--- config.mk ---
export PLATFORM = sky130hd
export DESIGN_NAME = excSequencer
export DESIGN_NICKNAME = d
export VERILOG_FILES = /design/src/rtl/excSeqPkg.sv /design/src/rtl/excSeqCtrl.sv /design/src/rtl/excSeqDatapath.sv /design/src/rtl/excSequencer.sv
export SDC_FILE = /design/constraint.sdc
export NUM_CORES = 1
export LEC_CHECK = 0
export ABC_AREA = 1
export ABC_CLOCK_PERIOD_IN_PS = 1500
export BUFFER_PORTS_ARGS = -buffer_cell sky130_fd_sc_hd__clkbuf_2
export CAP_MARGIN = 0
export CORE_MARGIN = 5
export CORE_UTILIZATION = 47
export CTS_BUF_LIST = sky130_fd_sc_hd__clkbuf_8
export CTS_CLUSTER_SIZE = 10
export DETAILED_ROUTE_END_ITERATION = 7
export GPL_ROUTABILITY_DRIVEN = 0
export PLACE_DENSITY = 0.85
export SLEW_MARGIN = 20
export SYNTH_ARGS = -nofsm -noshare
export SYNTH_HDL_FRONTEND = slang
export SYNTH_SLANG_ARGS = --single-unit
--- constraint.sdc ---
create_clock -name clk -period 1.5 [get_ports clk]
set_input_delay 0.15 -clock clk [delete_from_list [all_inputs] [get_ports clk]]
set_output_delay 0.15 -clock clk [all_outputs]
set_load 0.005 [all_outputs]
--- src/rtl/excSeqPkg.sv ---
package excSeqPkg;

  localparam int NUM_EVT = 7;
  localparam int EVT_IDX_W = $clog2(NUM_EVT);

  // Bit positions of the request and accept vectors.
  typedef enum logic [EVT_IDX_W-1:0] {
    EV_RIE  = 3'd0,
    EV_AE   = 3'd1,
    EV_FPE  = 3'd2,
    EV_RST  = 3'd3,
    EV_SBI  = 3'd4,
    EV_EI   = 3'd5,
    EV_TRAP = 3'd6
  } evtId_e;

  // Where the saved return address comes from.
  typedef enum logic [1:0] {
    RET_CUR,
    RET_CUR4,
    RET_NEXT,
    RET_KEEP
  } retSel_e;

  typedef struct packed {
    logic sm;
    logic ie;
    logic c;
  } pswBits_t;

  // Strobes from control to datapath.
  typedef struct packed {
    logic    takeEvt;
    logic    doRte;
    logic    keepSm;
    retSel_e retSel;
    evtId_e  evtId;
  } ctlStrobe_t;

  // Highest priority first.
  localparam evtId_e PRIO_ORDER [NUM_EVT] = '{
    EV_RST, EV_AE, EV_RIE, EV_FPE, EV_TRAP, EV_SBI, EV_EI
  };

  function automatic retSel_e retRule(evtId_e id);
    case (id)
      EV_RIE, EV_AE:   return RET_CUR;
      EV_FPE, EV_TRAP: return RET_CUR4;
      EV_SBI, EV_EI:   return RET_NEXT;
      default:         return RET_KEEP;
    endcase
  endfunction

  function automatic logic smKept(evtId_e id);
    case (id)
      EV_RIE, EV_AE, EV_FPE, EV_TRAP: return 1'b1;
      default:                        return 1'b0;
    endcase
  endfunction

  function automatic logic acceptOk(evtId_e id, logic exec, logic bnd,
                                    logic wb, logic ie);
    case (id)
      EV_RIE, EV_AE:   return exec;
      EV_FPE, EV_TRAP: return bnd;
      EV_RST:          return 1'b1;
      EV_SBI:          return bnd && wb;
      EV_EI:           return bnd && wb && ie;
      default:         return 1'b0;
    endcase
  endfunction

endpackage

--- src/rtl/excSeqCtrl.sv ---
module excSeqCtrl
  import excSeqPkg::*;
(
  input  logic [NUM_EVT-1:0] evtReq,
  input  logic               instExec,
  input  logic               instBoundary,
  input  logic               wordBoundary,
  input  logic               ieBit,
  input  logic               rteStrobe,
  output ctlStrobe_t         strb
);

  logic [NUM_EVT-1:0] eligible;
  logic               found;
  evtId_e             pick;

  // Each class gates its own request with its acceptance condition.
  for (genvar g = 0; g < NUM_EVT; g++) begin : g_elig
    assign eligible[g] = evtReq[g] &&
      acceptOk(evtId_e'(g), instExec, instBoundary, wordBoundary, ieBit);
  end

  // Walk from lowest to highest priority so the highest one ends up in pick.
  always_comb begin
    found = 1'b0;
    pick  = EV_RIE;
    for (int k = NUM_EVT - 1; k >= 0; k--) begin
      if (eligible[PRIO_ORDER[k]]) begin
        found = 1'b1;
        pick  = PRIO_ORDER[k];
      end
    end
  end

  always_comb begin
    strb.takeEvt = found;
    strb.doRte   = rteStrobe && !found;
    strb.evtId   = pick;
    strb.retSel  = retRule(pick);
    strb.keepSm  = smKept(pick);
  end

endmodule

--- src/rtl/excSeqDatapath.sv ---
module excSeqDatapath
  import excSeqPkg::*;
#(
  parameter int ADDR_W     = 32,
  parameter int VEC_BASE   = 0,
  parameter int VEC_STRIDE = 16,
  parameter int INST_BYTES = 4
) (
  input  logic               clk,
  input  logic               rstN,
  input  ctlStrobe_t         strb,
  input  logic [ADDR_W-1:0]  curPc,
  input  logic [ADDR_W-1:0]  nextPc,
  input  logic               pswWe,
  input  pswBits_t           pswWd,
  output pswBits_t           psw,
  output pswBits_t           bpsw,
  output logic [ADDR_W-1:0]  bpc,
  output logic               pcLoad,
  output logic [ADDR_W-1:0]  pcTarget,
  output logic [NUM_EVT-1:0] acceptVec
);

  localparam logic [ADDR_W-1:0] STEP = ADDR_W'(INST_BYTES);

  logic [ADDR_W-1:0] vecAddr [NUM_EVT];
  logic [ADDR_W-1:0] retAddr;

  for (genvar g = 0; g < NUM_EVT; g++) begin : g_vec
    assign vecAddr[g] = ADDR_W'(VEC_BASE + g * VEC_STRIDE);
  end

  always_comb begin
    case (strb.retSel)
      RET_CUR:  retAddr = curPc;
      RET_CUR4: retAddr = curPc + STEP;
      RET_NEXT: retAddr = nextPc;
      default:  retAddr = bpc;
    endcase
  end

  // Status bits and their backups.
  always_ff @(posedge clk or negedge rstN) begin
    if (!rstN) begin
      psw  <= '0;
      bpsw <= '0;
    end else if (strb.takeEvt) begin
      bpsw   <= psw;
      psw.sm <= strb.keepSm ? psw.sm : 1'b0;
      psw.ie <= 1'b0;
      psw.c  <= 1'b0;
    end else if (strb.doRte) begin
      psw <= bpsw;
    end else if (pswWe) begin
      psw <= pswWd;
    end
  end

  // Saved return address.
  always_ff @(posedge clk or negedge rstN) begin
    if (!rstN) begin
      bpc <= '0;
    end else if (strb.takeEvt && strb.retSel != RET_KEEP) begin
      bpc <= retAddr;
    end
  end

  // Program-counter load and accept report.
  always_ff @(posedge clk or negedge rstN) begin
    if (!rstN) begin
      pcLoad    <= 1'b0;
      pcTarget  <= vecAddr[EV_RST];
      acceptVec <= '0;
    end else begin
      pcLoad <= strb.takeEvt || strb.doRte;
      if (strb.takeEvt) begin
        pcTarget  <= vecAddr[strb.evtId];
        acceptVec <= NUM_EVT'(1) << strb.evtId;
      end else begin
        acceptVec <= '0;
        if (strb.doRte) pcTarget <= bpc;
      end
    end
  end

endmodule

--- src/rtl/excSequencer.sv ---
module excSequencer
  import excSeqPkg::*;
#(
  parameter int ADDR_W     = 32,
  parameter int VEC_BASE   = 0,
  parameter int VEC_STRIDE = 16
) (
  input  logic               clk,
  input  logic               rstN,
  input  logic [NUM_EVT-1:0] evtReq,
  input  logic [ADDR_W-1:0]  curPc,
  input  logic [ADDR_W-1:0]  nextPc,
  input  logic               instExec,
  input  logic               instBoundary,
  input  logic               wordBoundary,
  input  logic               rteStrobe,
  input  logic               pswWe,
  input  logic [2:0]         pswWd,
  output logic               pcLoad,
  output logic [ADDR_W-1:0]  pcTarget,
  output logic [NUM_EVT-1:0] acceptVec,
  output logic               smBit,
  output logic               ieBit,
  output logic               cBit,
  output logic               bsmBit,
  output logic               bieBit,
  output logic               bcBit,
  output logic [ADDR_W-1:0]  bpc
);

  ctlStrobe_t strb;
  pswBits_t   psw;
  pswBits_t   bpsw;
  pswBits_t   wrBits;

  assign wrBits = pswBits_t'(pswWd);

  excSeqCtrl ctrl_i (
    .evtReq      (evtReq),
    .instExec    (instExec),
    .instBoundary(instBoundary),
    .wordBoundary(wordBoundary),
    .ieBit       (psw.ie),
    .rteStrobe   (rteStrobe),
    .strb        (strb)
  );

  excSeqDatapath #(
    .ADDR_W    (ADDR_W),
    .VEC_BASE  (VEC_BASE),
    .VEC_STRIDE(VEC_STRIDE)
  ) dp_i (
    .clk      (clk),
    .rstN     (rstN),
    .strb     (strb),
    .curPc    (curPc),
    .nextPc   (nextPc),
    .pswWe    (pswWe),
    .pswWd    (wrBits),
    .psw      (psw),
    .bpsw     (bpsw),
    .bpc      (bpc),
    .pcLoad   (pcLoad),
    .pcTarget (pcTarget),
    .acceptVec(acceptVec)
  );

  assign smBit  = psw.sm;
  assign ieBit  = psw.ie;
  assign cBit   = psw.c;
  assign bsmBit = bpsw.sm;
  assign bieBit = bpsw.ie;
  assign bcBit  = bpsw.c;

endmodule

Word-level counts from Yosys, hierarchy flattened
Memory sizes are Yosys's and may differ from the RTL's.
Cells that the tools add are included.
Cells by class
  add/subtract/negate cells: 1
  magnitude comparators: 1
  equality and inequality tests: 9
  shifts and indexed selects: 1
  mux-type cells: 26
  bitwise logic cells: 1
  reduce and logical (&&, ||, !) cells: 23
Operators with widths (number)
  32-bit 2-to-1 mux: 4
  32-bit case mux with 3 select lines: 1
  32-bit by 3-bit adder with 32-bit output (second input constant): 1
  3-bit 2-to-1 mux: 10
  1-bit logical AND: 10
  3-bit == test (second input constant): 3
  1-bit 2-to-1 mux: 9
  7-bit 2-to-1 mux: 1
  1-bit by 3-bit left shift with 7-bit output (first input constant): 1
  2-bit case mux with 3 select lines: 1
  3-bit nonzero test: 2
  2-bit OR reduction: 3
  4-bit greater-or-equal comparator (second input constant): 1
  2-bit != test (second input constant): 2
  3-bit NOT with 4-bit output: 1
  2-bit AND reduction: 2
  4-bit OR reduction: 1
  3-bit by 1-bit == test with 1-bit output (second input constant): 1
  3-bit by 2-bit == test with 1-bit output (second input constant): 1
  3-bit zero test: 1
  2-bit by 1-bit == test with 1-bit output (second input constant): 1
  2-bit == test (second input constant): 1
  2-bit zero test: 1
  2-bit nonzero test: 1
  other kinds (2): 2
Storage, ports and cells
  flip-flop bits (word level): 78
  memory bits (read-only): 256
  bits of input ports: 81
  memories: 1
Memories
  (name not given): depth 8, width 32, rd ports 1, clocked after memory_dff 0, write ports 0, RTL line excSeqDatapath.sv:77  | pcTarget <= vecAddr[strb.evtId];

Logic depth before layout (Yosys ltp)
Gate-level depths: netlist (run 1).
  depth in word-level cells: 16
  gate-level depth with buffers: 12
  depth with buffers taken out: 11

Hierarchy
From an unflattened synthesis (run 1), not the netlist that was laid out.
Second synthesis, totals
  cells, all modules: 602
  area, all modules: 4595.7 um^2
Modules (own cells, without submodules)
  excSeqDatapath: times used 1, cells an instance 568, area an instance 4414.2 um^2
  excSeqCtrl: times used 1, cells an instance 34, area an instance 181.4 um^2

Worst setup path before layout (run 1)
Ideal clock, no wire load.
  path type: register to register
  start: register, netlist name dp_i.psw[1]
  end: register, netlist name dp_i.psw[2]
  data arrival time: 1.295 ns
  data required time: 1.380 ns
  setup slack: 0.084 ns
  stages on the path, launching flop included: 9
  period minus slack after synthesis: 1.416 ns
  path through: dfrtp_1 > nand4_1 > nand2_2 > nand2_4 > nor2_4 > buf_6 > nor2_2 > o21ai_1 > nand2_1
On the way
  longest elaborated chain between the ends: 14
Ends and longest elaborated chain
  1-bit logical AND (*): RTL line excSeqPkg.sv:68  | EV_EI: return bnd && wb && ie;
  1-bit logical AND (*): RTL line excSeqCtrl.sv:19  | assign eligible[g] = evtReq[g] &&
  3-bit 2-to-1 mux (7 in a row): RTL line excSeqCtrl.sv:28  | if (eligible[PRIO_ORDER[k]]) begin
  3-bit by 1-bit == test with 1-bit output (tied with other cells): RTL line excSeqPkg.sv:55  | case (id)
  4-bit OR reduction: RTL line excSeqPkg.sv:55
  1-bit 2-to-1 mux: RTL line excSeqPkg.sv:55
  2-bit != test (no line)
  2-bit AND reduction (no line)
Every way passes the cells marked *; elsewhere a longest branch is shown, timed or not.
A chain may end at the register's enable or synchronous reset.

Worst setup path after layout (run 1)
  start: register, netlist name dp_i.psw[1]
  end: register dp_i.bpc[29]
On the way
  longest elaborated chain between the ends: 15
Ends and longest elaborated chain
  1-bit logical AND (*): RTL line excSeqPkg.sv:68
  1-bit logical AND (*): RTL line excSeqCtrl.sv:19
  3-bit 2-to-1 mux (7 in a row): RTL line excSeqCtrl.sv:28
  3-bit == test (tied with other cells): RTL line excSeqPkg.sv:46  | case (id)
  2-bit OR reduction: RTL line excSeqPkg.sv:46
  2-bit case mux with 3 select lines: RTL line excSeqPkg.sv:46
  2-bit by 1-bit == test with 1-bit output (tied with other cells): RTL line excSeqDatapath.sv:34  | case (strb.retSel)
  3-bit nonzero test (no line) / 1-bit logical AND (equally long branches)
  2-bit AND reduction (no line)
  to (signal assigned): RTL line excSeqDatapath.sv:64  | bpc <= retAddr;
  to (decl): RTL line excSeqDatapath.sv:18  | output logic [ADDR_W-1:0] bpc,
Marked as above.

==> metrics.txt, run 1 <==
H-tree depth 3; RR Startpoint dp_i.psw[1]$_DFFE_PN0P_; flop-to-flop setup slack -0.03 ns; met3 Use GR 4.973%; Total Routing Usage GR 23.42%; core area 9684 µm²; met2 Usage GRT 39.87%; Seq/Total Area, Yosys 42.37%; CP startpoint dp_i.psw[1]$_DFFE_PN0P_; Layout Skew 0.01098 ns; Sequential Power Share 47.4%; Synth Warn # 0; crit-path max FO 8; drt first-iter violations 349; Synth Register Bits 78; GRT busiest layer met2; met1 Usage GRT 29.65%; failing checks negative setup slack; largest net degree at the start of global routing 35; final hold vios 0; Initial Util 47.64%; Avg Vias per Cell 5.082; Sw Pwr roughly 1.6 mW; post-route ant nets 0; min-delay worst type in -> reg; min-delay src nextPc[0]; Comb pwr share 22.9%; Worst setup SP type register; die width 109.1 µm; vias in the first global route around 4700; commonest cells after routing, fill and taps aside nand2_1 (221), clkbuf_2 (157), nor2_1 (80), dfrtp_1 (76), inv_1 (70); R2R cell count 10; Arr. time, crit path 1.77 ns; Setup Crit Path Kind reg -> reg; via count between 5000 and 6000; first-pass GRT wire length 21900 µm; DR WL/cell 15.13 µm; minimum clock period 1.525 ns; Max Clk Rate 0.6557 GHz; worst hold slack 0.05577 ns; layout cell share with drive strength beyond 1 30.90%; commonest non-fill, non-tap cell in the layout nand2_1; Worst VDD drop about 0.41 mV; Longest Clk Path Bufs 2; grt ovf 0; leakage power 3.367 nW; Worst Hold Path EP dp_i.bpc[0]$_DFFE_PN0P_; area growth from synthesis to layout 34.58%; n_diodes 0; number of I/O port buffers approximately 160; outcome finished, violations left; syn nets 739; Nets about 930; Int Pwr 3.476 mW; slew margin rel. 71.47%; period utilisation layout 101.7%; Final HPWL DP 10930 µm; drt first pass iters 5; synth unique cells 31; reg-to-reg endpoint dp_i.bpc[29]$_DFFE_PN0P_; WHS Path Cells 3; setup violators final 7; worst-margin pin slew 0.4280 ns; Syn Inst Count 657; Residual DRC 0; CTS root buf clkbuf_8; Die ar. between 10000 and 15000 µm²; endpoint type of the worst setup path register; number of max-cap violations 0; Avg Inst Size Synth about 7.0 µm²; row count 36; sw frac 31.62%; RSZ-0062 raised after global routing true; Max Slew Vio Count 0; clk_lat worst skew 0.35 ns; PwrDens 818.8 nW/µm²; clock power share 29.7%; chip height 109.1 µm; IO Count 159; Critical Path RT 1.75 ns; Final TNS setup -0.07166 ns; initial antenna violation count 0; clock sink total 78; drt total wl 14890 µm; TritonCTS clock tree built; mapped cell area 4613 µm²; CTS Buf Count 9; final worst setup slack -0.02502 ns; CTS clk-pin slew, worst paths 0.09 ns
-- routing by layer --
| layer | up-vias | part of all wire [%] |
|---|---|---|
| li1 | 2450 | - |
| met1 | 2309 | 41 |
| met2 | 209 | 49 |
| met3 | 33 | 7.9 |
| met4 | 0 | 2.4 |
| met5 | - | 0 |
-- registers in the layout, indices dropped and copies added, names as in the netlist --
signal and count:
dp_i.bpc 32, dp_i.pcTarget 32, dp_i.acceptVec 7, dp_i.bpsw 3
dp_i.psw 3, dp_i.pcLoad 1
-- cell families after synthesis --
logic type	share of synthesized area (%)
flops	42.36
buf+inv	10.01
xor+xnor	0.3798
fa+ha+maj	0.2712
simple gates	37.75
compound gates	9.222
-- repair_timing --
item	4_1_cts	5_1_grt
endpoints found under the hold margin	29	0
hold buffers	2	0
resized for setup	0	31
buffers inserted	0	4
endpoints found under the setup margin	0	67
-- worst max-delay path by stage --
stage,cells after the start,end,slack (ns)
after global routing,8,dp_i.bpc[0]$_DFFE_PN0P_,-0.13
after global placement,11,dp_i.bpc[10]$_DFFE_PN0P_,0.05
after CTS,8,dp_i.bpc[1]$_DFFE_PN0P_,0.02
final,10,dp_i.bpc[29]$_DFFE_PN0P_,-0.03
after detailed placement,11,dp_i.bpc[18]$_DFFE_PN0P_,-0.006
after floorplan,8,dp_i.psw[2]$_DFFE_PN0P_,0.08
-- cells in the mapped netlist (all sizes together) --
master	instances	area [µm²]
inv	76	287.8
xor2	1	8.760
o21bai	5	37.54
clkbuf	2	7.510
dfstp	2	52.55
nand4	5	37.53
o21ai	27	135.1
or2	5	31.28
buf	19	166.4
ha	1	12.51
o22ai	2	12.51
a22o	14	122.6
xnor2	1	8.760
dfrtp	76	1902
o211ai	1	7.510
nand2	238	938.4
nor2	87	356.6
a21oi	22	110.1
nand3	72	370.4
nand3b	1	7.510
-- power groups by stage --
stage	sequential, mW	clock [mW]	combinational, mW
6_report	2.41	1.51	1.16
5_1_grt	2.43	1.61	1.31
4_1_cts	2.41	1.54	1.11
3_5_place_dp	2.45	0	1.10
3_3_place_gp	2.44	0	1.08
2_1_floorplan	2.44	0	0.526
-- metrics by stage --
| step | area [µm²] | util [%] | power [mW] | cells | setup slack [ns] |
|---|---|---|---|---|---|
| 3_5_place_dp | 5742 | 59.29 | 3.545 | 956 | -0.005761 |
| 2_1_floorplan | 4613 | - | 2.964 | 657 | 0.08434 |
| 6_report | 6208 | 64.11 | 5.083 | 984 | -0.02502 |
| 4_1_cts | 5944 | 61.38 | 5.052 | 974 | 0.01612 |
| 3_3_place_gp | 5742 | 59.29 | 3.518 | 956 | 0.04937 |
| 5_1_grt | 6208 | 64.11 | 5.352 | 984 | -0.1336 |
-- worst max-delay path, cell delays in order (launching register included) --
cell	delay (ns)
dfrtp_1	0.39
nand4_1	0.14
nand2_2	0.11
nand2_4	0.10
nor2_4	0.05
buf_12	0.14
clkbuf_16	0.17
a21oi_2	0.11
nand3_1	0.10
nand2_1	0.07
inv_1	0.04
-- area by class of cell --
cell class	instances	area, µm²
clock buffers	11	151.4
clock inverters	5	31.28
fillers	878	3476
inverters	76	297.8
multi-input cells	482	2268
flip-flops and latches	78	1954
well taps	133	166.4
repair buffers	199	1339
(Power assumes the default switching activity.)
==> run 2, diff against run 1 <==
--- a/config.mk
+++ b/config.mk
@@ -16,6 +16,7 @@
 export DETAILED_ROUTE_END_ITERATION = 7
 export GPL_ROUTABILITY_DRIVEN = 0
 export PLACE_DENSITY = 0.85
+export SKIP_CTS_REPAIR_TIMING = 1
 export SLEW_MARGIN = 20
 export SYNTH_ARGS = -nofsm -noshare
 export SYNTH_HDL_FRONTEND = slang
==> run 2 against run 1 <==
The run still ends with negative setup slack left. Sequential share of layout area did not move. Cell count unchanged. Clock-buffer cell count did not move. Highest routed layer unchanged. Wire length increased by 0.31%. Fmax shrank 0.10%. Combinational power about the same. Power about the same. Worst setup slack got worse by 0.0015 ns. Flip-flop and latch count is the same. Die area did not move. Register-to-register slack about the same. Largest cell class unchanged. Clock power about the same.
==> metrics.txt, run 2 (synthesis results as in run 1) <==
Die ar. 11900 µm²; Critical Path RT 1.75 ns; CTS clk-pin slew, worst paths roughly 0.09 ns; clock power share approximately 30%; RR Startpoint dp_i.psw[1]$_DFFE_PN0P_; worst-margin pin slew 0.4250 ns; Core Util, Final 64.11%; drt first-iter violations 388; endpoint type of the worst setup path register; Avg Vias per Cell around 5; R2R cell count 10; slew margin rel. a little under three quarters; drt total wl 14940 µm; Layout Skew around 0.010 ns; Sequential Power Share 47.3%; Arr. time, crit path 1.77 ns; Final HPWL DP 10930 µm; vias in the first global route 4653; first-pass GRT wire length around 22000 µm; drt first pass iters 5; flop-to-flop setup slack -0.03 ns; Worst VDD drop approximately 0.41 mV; die width 109.1 µm; area growth from synthesis to layout 34.58%; WHS Path Cells 3; Initial Util 47.64%; IO Count about 160; period utilisation layout 101.8%; Residual DRC 0; number of max-cap violations 0; row count 36; Largest regs dp_i.bpc x32, dp_i.pcTarget x32, dp_i.acceptVec x7; reg-to-reg endpoint dp_i.bpc[29]$_DFFE_PN0P_; grt ovf 0; RSZ-0062 raised after global routing true; placed insts approximately 960; n_diodes 0; post-route ant nets 0; sw frac between 30% and 40%; number of I/O port buffers 158; Longest Clk Path Bufs 2; CTS Buf Count 9; min-delay src nextPc[0]; Comb pwr share 22.9%; final hold vios 0; via count just over 5000; final worst setup slack -0.02656 ns; commonest non-fill, non-tap cell in the layout nand2_1; failing checks negative setup slack; chip height 109.1 µm; min-delay worst type in -> reg; Worst Hold Path EP dp_i.bpc[0]$_DFFE_PN0P_; DR WL/cell 15.18 µm; Max Slew Vio Count 0; core area around 9700 µm²; placed inst area about 5700 µm²; Max Clk Rate 0.6551 GHz; layout cell share with drive strength beyond 1 30.90%; leakage power 3.367 nW; design area 6208 µm²; commonest cells after routing, fill and taps aside nand2_1 (221), clkbuf_2 (157), nor2_1 (80), dfrtp_1 (76), inv_1 (70); largest net degree at the start of global routing 35; Non-Filler Instances 984; TritonCTS clock tree built; PwrDens around 800 nW/µm²; outcome finished, violations left; Setup Crit Path Kind reg -> reg; clock sink total 78; pre-CTS WS -0.005761 ns; Total Routing Usage GR 23.38%; setup violators final 7; worst hold slack between 0.05 and 0.06 ns; Sequential Area 1954 µm²; CTS root buf clkbuf_8; Int Pwr 3.476 mW; crit-path max FO 8; Worst setup SP type register; number of fillers in the final layout 878; clk_lat worst skew 0.35 ns; Multi-input gate area around 2300 µm²; H-tree depth 3; minimum clock period 1.527 ns; initial antenna violation count 0; Nets 928; Sw Pwr 1.610 mW
==> run 2: cell counts in the layout (fill, tap and decap cells not counted) <==
No cell type changed its count.
==> run 2: how the worst max path moves through the flow <==
stage                                       start                       end  slack, ns  depth (start not counted)
after detailed placement                 curPc[3]  dp_i.bpc[18]$_DFFE_PN0P_     -0.006                         11
after global placement                   curPc[3]  dp_i.bpc[10]$_DFFE_PN0P_       0.05                         11
final                     dp_i.psw[1]$_DFFE_PN0P_  dp_i.bpc[29]$_DFFE_PN0P_      -0.03                         10
after global routing      dp_i.psw[1]$_DFFE_PN0P_   dp_i.bpc[0]$_DFFE_PN0P_      -0.13                          8
after floorplan           dp_i.psw[1]$_DFFE_PN0P_   dp_i.psw[2]$_DFFE_PN0P_       0.08                          8
after CTS                 dp_i.psw[1]$_DFFE_PN0P_   dp_i.bpc[1]$_DFFE_PN0P_       0.02                          8
==> run 2: area by class of cell <==
| class | instances | area share [%] |
|---|---|---|
| Clock buffer | 11 | 2.439 |
| Clock inverter | 5 | 0.5038 |
| Inverter | 76 | 4.796 |
| Multi-Input combinational cell | 482 | 36.54 |
| Sequential cell | 78 | 31.48 |
| Tap cell | 133 | 2.680 |
| Timing Repair Buffer | 199 | 21.56 |
==> run 2: through the flow <==
| stage | power (mW) | TNS (ns) |
|---|---|---|
| after CTS | 5.048 | 0 |
| after floorplan | 2.964 | 0 |
| after detailed placement | 3.545 | -0.01028 |
| after global placement | 3.518 | 0 |
| after global routing | 5.352 | -3.791 |
| final | 5.086 | -0.08628 |
==> run 2: worst max-delay path, stage by stage (launching register included) <==
cell       delay (ns)
dfrtp_1          0.39
nand4_1          0.14
nand2_2          0.11
nand2_4          0.11
nor2_4           0.05
buf_12           0.14
clkbuf_16        0.17
a21oi_2          0.11
nand3_1          0.10
nand2_1          0.07
inv_1            0.04
==> run 2: layer usage <==
layer | track usage, % | part of all wire, %
met3 | 4.973 | 8.0
met4 | 7.484 | 2.2
met1 | 29.62 | 41
met2 | 39.78 | 49
met5 | 0 | 0
==> run 2: power by group through the flow <==
stage,Combinational (mW),Sequential (mW),Clock (mW)
2_1_floorplan,0.526,2.44,0
3_3_place_gp,1.08,2.44,0
3_5_place_dp,1.10,2.45,0
4_1_cts,1.10,2.41,1.54
5_1_grt,1.31,2.43,1.61
6_report,1.17,2.41,1.51
==> run 3, diff against run 2 <==
--- a/config.mk
+++ b/config.mk
@@ -7,13 +7,13 @@
 export LEC_CHECK = 0
 export ABC_AREA = 1
 export ABC_CLOCK_PERIOD_IN_PS = 1500
-export BUFFER_PORTS_ARGS = -buffer_cell sky130_fd_sc_hd__clkbuf_2
 export CAP_MARGIN = 0
 export CORE_MARGIN = 5
-export CORE_UTILIZATION = 47
+export CORE_UTILIZATION = 60
 export CTS_BUF_LIST = sky130_fd_sc_hd__clkbuf_8
 export CTS_CLUSTER_SIZE = 10
 export DETAILED_ROUTE_END_ITERATION = 7
+export DONT_BUFFER_PORTS = 1
 export GPL_ROUTABILITY_DRIVEN = 0
 export PLACE_DENSITY = 0.85
 export SKIP_CTS_REPAIR_TIMING = 1
==> run 3 against run 2 <==
The run ends with negative hold slack left. Worst hold slack got worse by 0.57 ns. Final area fell by 19%. Clock-buffer cell count fell by 1. Clock skew fell by 0.0027 ns. First-iteration DRC count fell by 11%. Fmax rose by 9.1%. Register-to-register slack improved by 0.13 ns. Via count fell by 14%. Power fell by 10%. Core utilization rose by 2.0 points. Critical endpoint is now dp_i.pcTarget[29]$_DFFE_PN0P_.
==> metrics.txt, run 3 (synthesis results as in run 1) <==
outcome finished, violations left; failing checks negative hold slack; Comb pwr share 14.9%; flop-to-flop setup slack just over 0.1 ns; CTS clk-pin slew, worst paths 0.08 ns; grt ovf 0; chip height 97.69 µm; DR WL/cell roughly 17 µm; number of max-cap violations 0; clock sink total 78; commonest cells after routing, fill and taps aside nand2_1 (223), nor2_1 (81), dfrtp_1 (76), inv_1 (71), nand3_1 (68); Arr. time, crit path between 1.5 and 2 ns; Int Pwr ~3.2 mW; Final TNS setup 0 ns; Worst VDD drop 0.5711 mV; core area roughly 7600 µm²; period utilisation layout 93.27%; RR Startpoint dp_i.psw[1]$_DFFE_PN0P_; Worst setup SP type register; n_diodes 0; leakage power about 2.5 nW; worst hold slack -0.5167 ns; slew margin rel. just over 70%; placed insts 754; endpoint type of the worst setup path register; clock power share 31.4%; minimum clock period 1.399 ns; crit path capture dp_i.pcTarget[29]$_DFFE_PN0P_; vias in the first global route 4375; reg-to-reg endpoint dp_i.pcTarget[29]$_DFFE_PN0P_; die width 97.69 µm; R2R cell count 6; Initial Util 60.64%; Largest regs dp_i.bpc x32, dp_i.pcTarget x32, dp_i.acceptVec x7; Critical Path RT 1.76 ns; CTS Buf Count 9; Layout Skew 0.007606 ns; commonest non-fill, non-tap cell in the layout nand2_1; Final HPWL DP 9828 µm; drt first pass iters 5; min-delay worst type in -> async; RSZ-0062 raised after global routing true; Sequential Power Share 53.7%; layout cell share with drive strength beyond 1 10.86%; Sw Pwr 1.377 mW; Die ar. between 9000 and 10000 µm²; post-route ant nets 0; PwrDens between 900 and 1000 nW/µm²; worst-margin pin slew 0.4253 ns; IO Count 159; Longest Clk Path Bufs 2; largest net degree at the start of global routing 79; drt total wl 12800 µm; initial antenna violation count 0; clk_lat worst skew 0.35 ns; Max Clk Rate 0.7148 GHz; number of I/O port buffers 0; Avg Vias per Cell around 5.6; sw frac a little under a third; setup violators final 0; Setup Crit Path Kind reg -> reg; area growth from synthesis to layout 9.059%; row count 32; via count 4310; Nets 749; H-tree depth 3; final hold vios 80; TritonCTS clock tree built; CTS root buf clkbuf_8; Residual DRC 0; Total Routing Usage GR 26.98%; drt first-iter violations roughly 350; Max Slew Vio Count 0; Non-Filler Instances 774; CP startpoint dp_i.psw[1]$_DFFE_PN0P_; crit-path max FO 15; first-pass GRT wire length 20900 µm
run 3: cell count changes in the layout (fill, tap and decap cells not counted), moves of 2 or more:
cell           before  now
buf_4              22    9
nand2_1           221  223
nand2_4             4    2
clkbuf_16           5    0
dlygate4sd3_1       2    4
o21ai_1             9    4
clkbuf_2          157    0
a21oi_2             7    3
a21oi_1            14   19
o21ai_0            17   23
buf_12             11    6
run 3: critical path: stages, from the launching register on:
cell	delay (ns)
dfrtp_1	0.38
nand4_1	0.12
nand2_2	0.11
nor2_4	0.14
nand2_2	0.14
buf_4	0.23
o21ai_0	0.19
run 3: layer usage:
layer	global-route usage, %	vias up	share of wire (%)
li1	-	2087	-
met1	30.99	1982	37
met2	44.23	196	47
met3	10.84	45	12
met4	12.03	0	3.9
met5	0	-	0
run 3: through the flow:
step	hold WS [ns]	setup WS [ns]	util, %	instance area (µm²)	total power, mW
4_1_cts	-0.5265	-0.01128	64.90	4937	4.565
3_5_place_dp	-0.1429	0.008770	62.60	4762	3.146
3_3_place_gp	-0.1428	0.09577	62.60	4762	3.115
6_report	-0.5167	0.1009	66.13	5031	4.564
2_1_floorplan	-0.1456	0.08434	-	4613	2.964
5_1_grt	-0.5415	-0.03814	66.13	5031	4.828
run 3: final cells by class:
| type | instances | area [µm²] |
|---|---|---|
| clock buffers | 10 | 137.6 |
| clock inverters | 6 | 37.54 |
| fillers | 671 | 2576 |
| inverters | 76 | 292.8 |
| multi-input cells | 482 | 2242 |
| flip-flops and latches | 78 | 1954 |
| well taps | 102 | 127.6 |
| repair buffers | 20 | 239.0 |
run 3: power groups by stage:
stage / Combinational (mW) / Sequential, mW / Clock (mW)
final: 0.680 / 2.45 / 1.43
after CTS: 0.650 / 2.46 / 1.45
after global routing: 0.779 / 2.48 / 1.57
after floorplan: 0.526 / 2.44 / 0
after global placement: 0.620 / 2.49 / 0
after detailed placement: 0.644 / 2.50 / 0
run 3: worst min path at each step:
stage | endpoint | cells after the start
detailed placement | dp_i.pcTarget[9]$_DFFE_PN0P_ | 0
finish | dp_i.pcTarget[19]$_DFFE_PN0P_ | 0
global route | dp_i.pcTarget[19]$_DFFE_PN0P_ | 0
global placement | dp_i.pcTarget[19]$_DFFE_PN0P_ | 0
floorplan | dp_i.acceptVec[0]$_DFF_PN0_ | 0
CTS | dp_i.bpc[29]$_DFFE_PN0P_ | 0
